[src/rtl/frame_packer_pkg.sv]
package frame_packer_pkg;

  typedef enum logic {
    S_DATA = 1'b0,
    S_TAIL = 1'b1
  } packState_t;

  // Strobes from control to datapath, at most one action bit set per cycle.
  typedef struct packed {
    logic loadLeft;
    logic emitByte;
    logic emitPair;
    logic emitFlush;
    logic emitZero;
    logic wide;
  } packStrobe_t;

endpackage

[src/rtl/frame_packer_ctrl.sv]
module frame_packer_ctrl
  import frame_packer_pkg::*;
#(
  parameter int MIN_LEN = 60,
  parameter int CNT_W   = 16
) (
  input  logic             clk,
  input  logic             rstN,
  input  logic             inValid,
  input  logic             inKeep,
  input  logic             inLast,
  input  logic             wideMode,
  input  logic             outValid,
  output logic             inReady,
  output packStrobe_t      strobe,
  output logic             doneValid,
  output logic [CNT_W-1:0] doneCount
);

  localparam logic [CNT_W-1:0] MIN_CNT = CNT_W'(MIN_LEN);

  packState_t       state;
  logic             inFrame;
  logic             frameWide;
  logic             haveLeft;
  logic [CNT_W-1:0] byteCnt;

  logic accept;
  logic curWide;
  logic isShort;
  logic tailGo;

  assign inReady = (state == S_DATA) && !outValid;
  assign accept  = inValid && inReady;
  assign curWide = inFrame ? frameWide : wideMode;
  assign isShort = byteCnt < MIN_CNT;
  assign tailGo  = (state == S_TAIL) && !outValid;

  always_comb begin
    strobe = '0;
    if (accept && inKeep) begin
      strobe.wide = curWide;
      if (!curWide)     strobe.emitByte = 1'b1;
      else if (haveLeft) strobe.emitPair = 1'b1;
      else               strobe.loadLeft = 1'b1;
    end else if (tailGo) begin
      strobe.wide = frameWide;
      if (haveLeft)     strobe.emitFlush = 1'b1;
      else if (isShort) strobe.emitZero  = 1'b1;
    end
  end

  always_ff @(posedge clk or negedge rstN) begin
    if (!rstN) begin
      state     <= S_DATA;
      inFrame   <= 1'b0;
      frameWide <= 1'b0;
      haveLeft  <= 1'b0;
      byteCnt   <= '0;
      doneValid <= 1'b0;
      doneCount <= '0;
    end else begin
      doneValid <= 1'b0;
      if (accept) begin
        inFrame <= 1'b1;
        if (!inFrame) frameWide <= wideMode;
        if (inKeep) begin
          byteCnt <= byteCnt + 1'b1;
          if (curWide) haveLeft <= !haveLeft;
        end
        if (inLast) state <= S_TAIL;
      end else if (tailGo) begin
        if (haveLeft) begin
          haveLeft <= 1'b0;
          if (isShort) byteCnt <= byteCnt + 1'b1;
        end else if (isShort) begin
          byteCnt <= byteCnt + CNT_W'(frameWide ? 2 : 1);
        end else begin
          doneValid <= 1'b1;
          doneCount <= byteCnt;
          byteCnt   <= '0;
          inFrame   <= 1'b0;
          frameWide <= 1'b0;
          state     <= S_DATA;
        end
      end
    end
  end

  // done is a single-cycle pulse
  p_done_pulse_r6: assert property (@(posedge clk) disable iff (!rstN)
    doneValid |=> !doneValid);

  // done only once nothing is left on the port or held back
  p_done_idle_r6: assert property (@(posedge clk) disable iff (!rstN)
    doneValid |-> (!outValid && !haveLeft));

  // the reported length never falls below the minimum
  p_done_min_r5: assert property (@(posedge clk) disable iff (!rstN)
    doneValid |-> (doneCount >= MIN_CNT));

  // an empty beat leaves the held byte state untouched
  p_skip_r3: assert property (@(posedge clk) disable iff (!rstN)
    (accept && !inKeep) |=> (haveLeft == $past(haveLeft)));

  // at most one datapath action per cycle
  p_one_action_r2: assert property (@(posedge clk) disable iff (!rstN)
    $onehot0({strobe.loadLeft, strobe.emitByte, strobe.emitPair,
              strobe.emitFlush, strobe.emitZero}));

endmodule

[src/rtl/frame_packer_dp.sv]
module frame_packer_dp
  import frame_packer_pkg::*;
#(
  parameter int BYTE_W = 8
) (
  input  logic                clk,
  input  logic                rstN,
  input  logic [BYTE_W-1:0]   inData,
  input  packStrobe_t         strobe,
  input  logic                outReady,
  output logic                outValid,
  output logic [2*BYTE_W-1:0] outData,
  output logic                outWide
);

  localparam int WORD_W = 2 * BYTE_W;

  logic [BYTE_W-1:0] leftByte;
  logic              anyEmit;

  assign anyEmit = strobe.emitByte | strobe.emitPair | strobe.emitFlush | strobe.emitZero;

  always_ff @(posedge clk or negedge rstN) begin
    if (!rstN) begin
      leftByte <= '0;
      outValid <= 1'b0;
      outData  <= '0;
      outWide  <= 1'b0;
    end else begin
      if (strobe.loadLeft) leftByte <= inData;
      if (anyEmit) begin
        outValid <= 1'b1;
        outWide  <= strobe.wide;
        if (strobe.emitPair)       outData <= {inData, leftByte};
        else if (strobe.emitFlush) outData <= {{BYTE_W{1'b0}}, leftByte};
        else if (strobe.emitByte)  outData <= {{BYTE_W{1'b0}}, inData};
        else                       outData <= '0;
      end else if (outReady) begin
        outValid <= 1'b0;
      end
    end
  end

  // a pending write holds its value until accepted
  p_hold_r8: assert property (@(posedge clk) disable iff (!rstN)
    (outValid && !outReady) |=> (outValid && $stable(outData) && $stable(outWide)));

  // control never issues a new write over a pending one
  p_no_overrun_r9: assert property (@(posedge clk) disable iff (!rstN)
    (outValid && !outReady) |-> !anyEmit);

  // narrow writes carry a zero upper byte
  p_narrow_upper_r1: assert property (@(posedge clk) disable iff (!rstN)
    (outValid && !outWide) |-> (outData[WORD_W-1:BYTE_W] == '0));

endmodule

[src/rtl/frame_packer.sv]
module frame_packer
  import frame_packer_pkg::*;
#(
  parameter int BYTE_W  = 8,
  parameter int MIN_LEN = 60,
  parameter int CNT_W   = 16
) (
  input  logic                clk,
  input  logic                rstN,
  input  logic                inValid,
  output logic                inReady,
  input  logic [BYTE_W-1:0]   inData,
  input  logic                inKeep,
  input  logic                inLast,
  input  logic                wideMode,
  output logic                outValid,
  input  logic                outReady,
  output logic [2*BYTE_W-1:0] outData,
  output logic                outWide,
  output logic                doneValid,
  output logic [CNT_W-1:0]    doneCount
);

  packStrobe_t strobe;

  frame_packer_ctrl #(
    .MIN_LEN(MIN_LEN),
    .CNT_W  (CNT_W)
  ) u_ctrl (
    .clk      (clk),
    .rstN     (rstN),
    .inValid  (inValid),
    .inKeep   (inKeep),
    .inLast   (inLast),
    .wideMode (wideMode),
    .outValid (outValid),
    .inReady  (inReady),
    .strobe   (strobe),
    .doneValid(doneValid),
    .doneCount(doneCount)
  );

  frame_packer_dp #(
    .BYTE_W(BYTE_W)
  ) u_dp (
    .clk     (clk),
    .rstN    (rstN),
    .inData  (inData),
    .strobe  (strobe),
    .outReady(outReady),
    .outValid(outValid),
    .outData (outData),
    .outWide (outWide)
  );

endmodule

[config.mk]
export PLATFORM = sky130hd
export DESIGN_NAME = frame_packer
export DESIGN_NICKNAME = d
export VERILOG_FILES = /design/src/rtl/frame_packer_pkg.sv /design/src/rtl/frame_packer_ctrl.sv /design/src/rtl/frame_packer_dp.sv /design/src/rtl/frame_packer.sv
export SDC_FILE = /design/constraint.sdc
export NUM_CORES = 1
export LEC_CHECK = 0
export BUFFER_PORTS_ARGS = -buffer_cell sky130_fd_sc_hd__buf_2
export CORE_ASPECT_RATIO = 0.6
export CORE_MARGIN = 4
export CORE_UTILIZATION = 55
export CTS_CLUSTER_SIZE = 30
export DETAILED_ROUTE_END_ITERATION = 12
export GPL_TIMING_DRIVEN = 0
export MAX_ROUTING_LAYER = met4
export PLACE_DENSITY_LB_ADDON = 0.25
export SLEW_MARGIN = 20
export SYNTH_ARGS = -nofsm -noshare
export SYNTH_HDL_FRONTEND = slang
export SYNTH_SLANG_ARGS = --single-unit
[constraint.sdc]
create_clock -name clk -period 2.5 [get_ports clk]
set_clock_uncertainty 0.2 [all_clocks]
set_input_delay 0 -clock clk [delete_from_list [all_inputs] [get_ports clk]]
set_output_delay 0 -clock clk [all_outputs]
set_load 0.01 [all_outputs]
# --- After elaboration in Yosys (flattened, before gate mapping) ---
# Index checks and enable logic that the tools add are counted.
totals:
  regBits: 63
  in_bits: 15
  output_inout_bits: 36
  word_cells: 79
classes:
  addsub: 2
  order_cmp: 1
  n_eq_ne: 6
  n_mux: 39
  bitwise: 7
  n_reduce_logical: 13
ops:
  columns: ["cell", "n"]
  rows:
  - ["$mux W16", 8]
  - ["$mux W1", 26]
  - ["$add A16 B1 Y16 const B", 1]
  - ["$add A16 B16 Y16", 1]
  - ["$lt A16 B6 Y1 const B", 1]
  - ["$reduce_and A3 Y1", 3]
  - ["$mux W8", 1]
  - ["$ne A2 B2 Y1 const B", 4]
  - ["$reduce_and A4 Y1", 2]
  - ["$mux W3", 2]
  - ["$logic_and A1 B1 Y1", 4]
  - ["$mux W2", 2]
  - ["$not A1 Y1", 4]
  - ["$reduce_bool A2 Y1", 2]
  - ["$ne A3 B3 Y1 const B", 1]
  - ["$or A1 B1 Y1", 3]
  - ["$logic_not A1 Y1", 2]
  - ["$ne A2 B1 Y1 const B", 1]

# --- Depth between registers and ports, before layout ---
logic_depth:
  ltp_word: 9
  depth_mapped: 8
  mapped_depth_nobuf: 7

# --- Modules after synthesis ---
# A second synthesis with hierarchy kept.
hier_totals:
  hier_cells: 268
  hier_area_um2: 3080.5
by_module_without_submodules:
  columns: ["module", "n_inst", "cells_each", "area_each_um2"]
  rows:
  - ["frame_packer_ctrl", 1, 192, 1991.9]
  - ["frame_packer_dp", 1, 76, 1088.5]

# --- Least setup slack after synthesis ---
# OpenSTA, ideal clock, no wires.
synth_timing:
  path_type: "register to register"
  startpoint: "reg u_dp.outValid"
  endpoint: "reg u_dp.leftByte[0]"
  arrival_time_ns: 1.748
  required_time_ns: 2.175
  slack_ns: 0.427
  path_stages_with_launch: 5
  synth_period_minus_slack_ns: 2.073
  path_cell_list: "dfrtp_1 -> nand4bb_1 -> or2_2 -> nor2_2 -> mux2_2"
synth_via:
  elab_chain_cells: 5
synth_rtl:
  columns: ["item", "line_no", "text"]
  rows:
  - ["from (decl)", "frame_packer_dp.sv:11", "output logic outValid,"]
  - ["from (signal assigned)", "frame_packer_dp.sv:26", "outValid <= 1'b0;"]
  - ["from (signal assigned)", "frame_packer_dp.sv:32", "outValid <= 1'b1;"]
  - ["from (signal assigned)", "frame_packer_dp.sv:39", "outValid <= 1'b0;"]
  - ["$logic_not A1 Y1", "frame_packer_ctrl.sv:33", "assign inReady = (state == S_DATA) && !outValid;"]
  - ["$logic_and A1 B1 Y1", "frame_packer_ctrl.sv:33", null]
  - ["$logic_and A1 B1 Y1", "frame_packer_ctrl.sv:34", "assign accept = inValid && inReady;"]
  - ["$logic_and A1 B1 Y1", "frame_packer_ctrl.sv:41", "if (accept && inKeep) begin"]
  - ["$mux W3", "frame_packer_ctrl.sv:41", null]
  - ["to (signal assigned)", "frame_packer_dp.sv:30", "if (strobe.loadLeft) leftByte <= inData;"]
  - ["to (decl)", "frame_packer_dp.sv:18", "logic [BYTE_W-1:0] leftByte;"]
# No other way between the ends.
# A chain may end at the register's enable or synchronous reset.

# --- Worst setup path after layout ---
layout_timing:
  startpoint: "reg u_dp.outValid"
  endpoint: "reg u_dp.leftByte[4]"
# The elaborated chain is that of the path after synthesis.

==> results.py <==
metrics = {
    "sta": {
        "worst_slew_pin_slew_ps": 782,
        "timing.setup.tns_ps": 0,
        "hold_violations": 0,
        "fmax_ghz": 0.413,
        "fin_crit_sh": 0.967,
        "drv_slew": 0,
        "finalSetupViolations": 0,
        "fin_ws_ps": 81.3,
        "finalCriticalPeriod_ps": 2420,
        "max_slew_margin": 0.475,
    },
    "setup_path": {
        "cp_max_fo": 8,
        "path_class": "flip-flop to flip-flop",
        "cp_data_required_time_ps": 2540,
        "cpPeakStageDelay_ps": 460,
        "crit_slowest_cell": "dfrtp_1",
        "cp-end-kind": "flip-flop",
        "start_kind": "flip-flop",
        "arrival_ps": 2460,
        "path_cells": "nand4bb_1 > or2_2 > nor2_2 > mux2_2",
    },
    "global_routing": {
        "grt_max_degree": 64,
        "grt.total_usage": 0.243,
        "antenna_found_initial": 0,
        "grt_pass1_wl_mm": 11.8,
        "grt_overflow_total": 0,
        "grt_pass1_vias": 2331,
    },
    "detailed_routing": {
        "via_count": 2494,
        "ant_nets": 0,
        "drtIter0Drc": 192,
        "wl_per_cell_microns": 17.3,
        "via_per_inst": 5.97,
        "drtPass1Iterations": 4,
        "drc": 0,
        "wirelength_mm": 7.24,
    },
    "layout": {
        "diodes": 0,
        "layout_commonest_cell": "dfrtp_1",
        "final_cell_area_sq_um": 3710,
        "fillCellCount": 374,
        "seqCellArea_sq_um": 1580,
        "final_cell_mix": "dfrtp_1 (63), buf_2 (53), nor2_1 (28), o21ai_0 (20)",
        "syn_to_final_growth_pct": 24.0,
        "nets": 366,
        "multiInputGateArea_sq_um": 1340,
        "drive_above_1_share": 0.318,
    },
    "place": {
        "place.gp.congestion": 0.917,
        "dp_hpwl_mm": 4.90,
        "numPortBuffers": 50,
        "placement.setup.worst_slack_ps": 104,
        "placed_area_sq_um": 3330,
    },
    "synthesis": {
        "netlist_area_sq_um": 3000,
        "yosysUniqueCellTypes": 49,
        "synth_flop_cell": "dfrtp_1",
        "yosys_register_bits": 63,
        "synth_area_leaders": "dfrtp_1 (53%), mux2_2 (6.0%), mux2_4 (4.0%), nor2_1 (3.5%), o21ai_0 (3.3%)",
        "synth_area_leader_cell": "dfrtp_1",
        "syn_inst": 269,
        "yosysWarnings": 0,
        "yosysTopAreaCellShare": 0.526,
        "syn_nets": 288,
        "syn_avg_cell_area_sq_um": 11.1,
        "synth_edf_count": 0,
        "ys_async_sr_fraction": 1.00,
        "yosysSeqAreaShare": 0.526,
    },
    "clocking": {
        "clk_path_buf_depth": 2,
        "path_clk_slew_ps": 80,
        "cts.sinks": 63,
        "cts_tree": "built",
        "cts_root_buf": "clkbuf_8",
        "htree_num_levels": 3,
        "clk-insertion-delay-late_ps": 360,
        "cts_inserted_buffers": 9,
    },
    "power_and_ir_drop": {
        "power.density_nw_per_um2": 1020,
        "fin_total_pwr_uw": 3780,
        "peakVddDrop_uv": 631,
        "leakagePower_uw": 0.00185,
    },
    "run_status": {
        "status": "completed",
    },
    "job": {
        "cap_violations": 0,
    },
    "floorplan": {
        "rows": 20,
        "ioPinCount": 51,
        "core_sq_um": 5150,
        "die_h_microns": 65.2,
        "die_x_microns": 103,
        "die-area_sq_um": 6730,
        "start_util": 0.581,
    },
    "min_path": {
        "hold_path_class": "primary input to async pin",
    },
}
-- cell usage after synthesis, types with 2 or more instances --
cell	number
nor4_1	2
mux2_4	8
o41ai_1	2
clkbuf_1	6
ha_1	3
a31oi_1	7
o31ai_1	5
o21ai_0	20
a41oi_1	2
dfrtp_1	63
mux2_2	16
and2_1	8
nor2_1	28
nand4_1	5
a22oi_1	8
and3_1	2
inv_1	6
a221oi_1	3
nand2_1	16
a21oi_1	7
a221o_1	8
buf_2	4
mux2i_1	2
nand3_1	10
nor3_1	4
-- metrics by stage --
step	instances	util	hold WS, ps
6_report	418	0.720	63.8
2_1_floorplan	269	-	-496
3_3_place_gp	385	0.646	38.4
5_1_grt	418	0.720	152
3_5_place_dp	385	0.646	-69.7
4_1_cts	415	0.711	93.8
-- sequential cells by signal (all words and copies together) (netlist names) --
register,flops
u_ctrl.byteCnt,16
u_ctrl.doneCount,16
u_ctrl.doneValid,1
u_ctrl.frameWide,1
u_ctrl.haveLeft,1
u_ctrl.inFrame,1
u_ctrl.state,1
u_dp.leftByte,8
u_dp.outData,16
u_dp.outValid,1
u_dp.outWide,1
-- what timing repair did --
item / CTS / global route
gates resized for setup: 0 / 5
hold endpoints to repair: 91 / 0
endpoints found under the setup margin: 0 / 31
setup buffers: 0 / 4
hold buffers: 14 / 0
-- where the power goes --
part	total (uW)	internal (uW)	switching (uW)	leakage, uW
combinational	1370	608	762	0.000917
sequential	1540	1310	227	0.000833
clock	877	461	417	0.0000956
total	3780	2380	1410	0.00185
-- logic make-up (layout without fill, tap and decap cells) --
group / after synthesis / after routing / share of synthesized area
AOI/OAI and AO/OA: 71 / 71 / 0.165
adders and majority gates: 4 / 4 / 0.0192
buffers and inverters: 19 / 102 / 0.0334
DFF: 63 / 63 / 0.526
muxes: 26 / 26 / 0.107
and+or+nand+nor: 86 / 86 / 0.149
-- worst max-delay path: cells and delay by family (launching register included) --
kind             cells  cell delay (ps)
muxes                1              400
DFF                  1              460
and+or+nand+nor      3             1230
-- worst paths after layout --
check                                startpoint  slack, ps  cells after the start                   end
setup / recovery                  u_dp.outValid         80                      4      u_dp.leftByte[4]
hold / removal                             rstN         60                      2   u_ctrl.doneCount[4]
setup reg to reg                  u_dp.outValid         80                      4      u_dp.leftByte[4]
hold reg to reg            u_ctrl.doneCount[15]        300                      1  u_ctrl.doneCount[15]
max in group asynchronous                  rstN       1520                      2    u_ctrl.byteCnt[14]
min in group clk                         inKeep        150                      4       u_ctrl.haveLeft
-- cell type report --
type | instances | share of cell area
clock buffer | 9 | 0.0334
multi-input combinational | 187 | 0.360
buffer | 12 | 0.0202
timing repair buffer | 68 | 0.114
inverter | 6 | 0.00606
sequential | 63 | 0.425
clock inverter | 7 | 0.0195
tap | 66 | 0.0222
-- layer usage --
| layer | wire, microns | global-route usage | up-vias |
|---|---|---|---|
| met4 | 96 | 0.0775 | 0 |
| met2 | 3040 | 0.315 | 99 |
| met5 | 0 | - | - |
| li1 | - | - | 1156 |
| met3 | 537 | 0.0806 | 11 |
| met1 | 3570 | 0.358 | 1228 |
(Power assumes the default switching activity.)
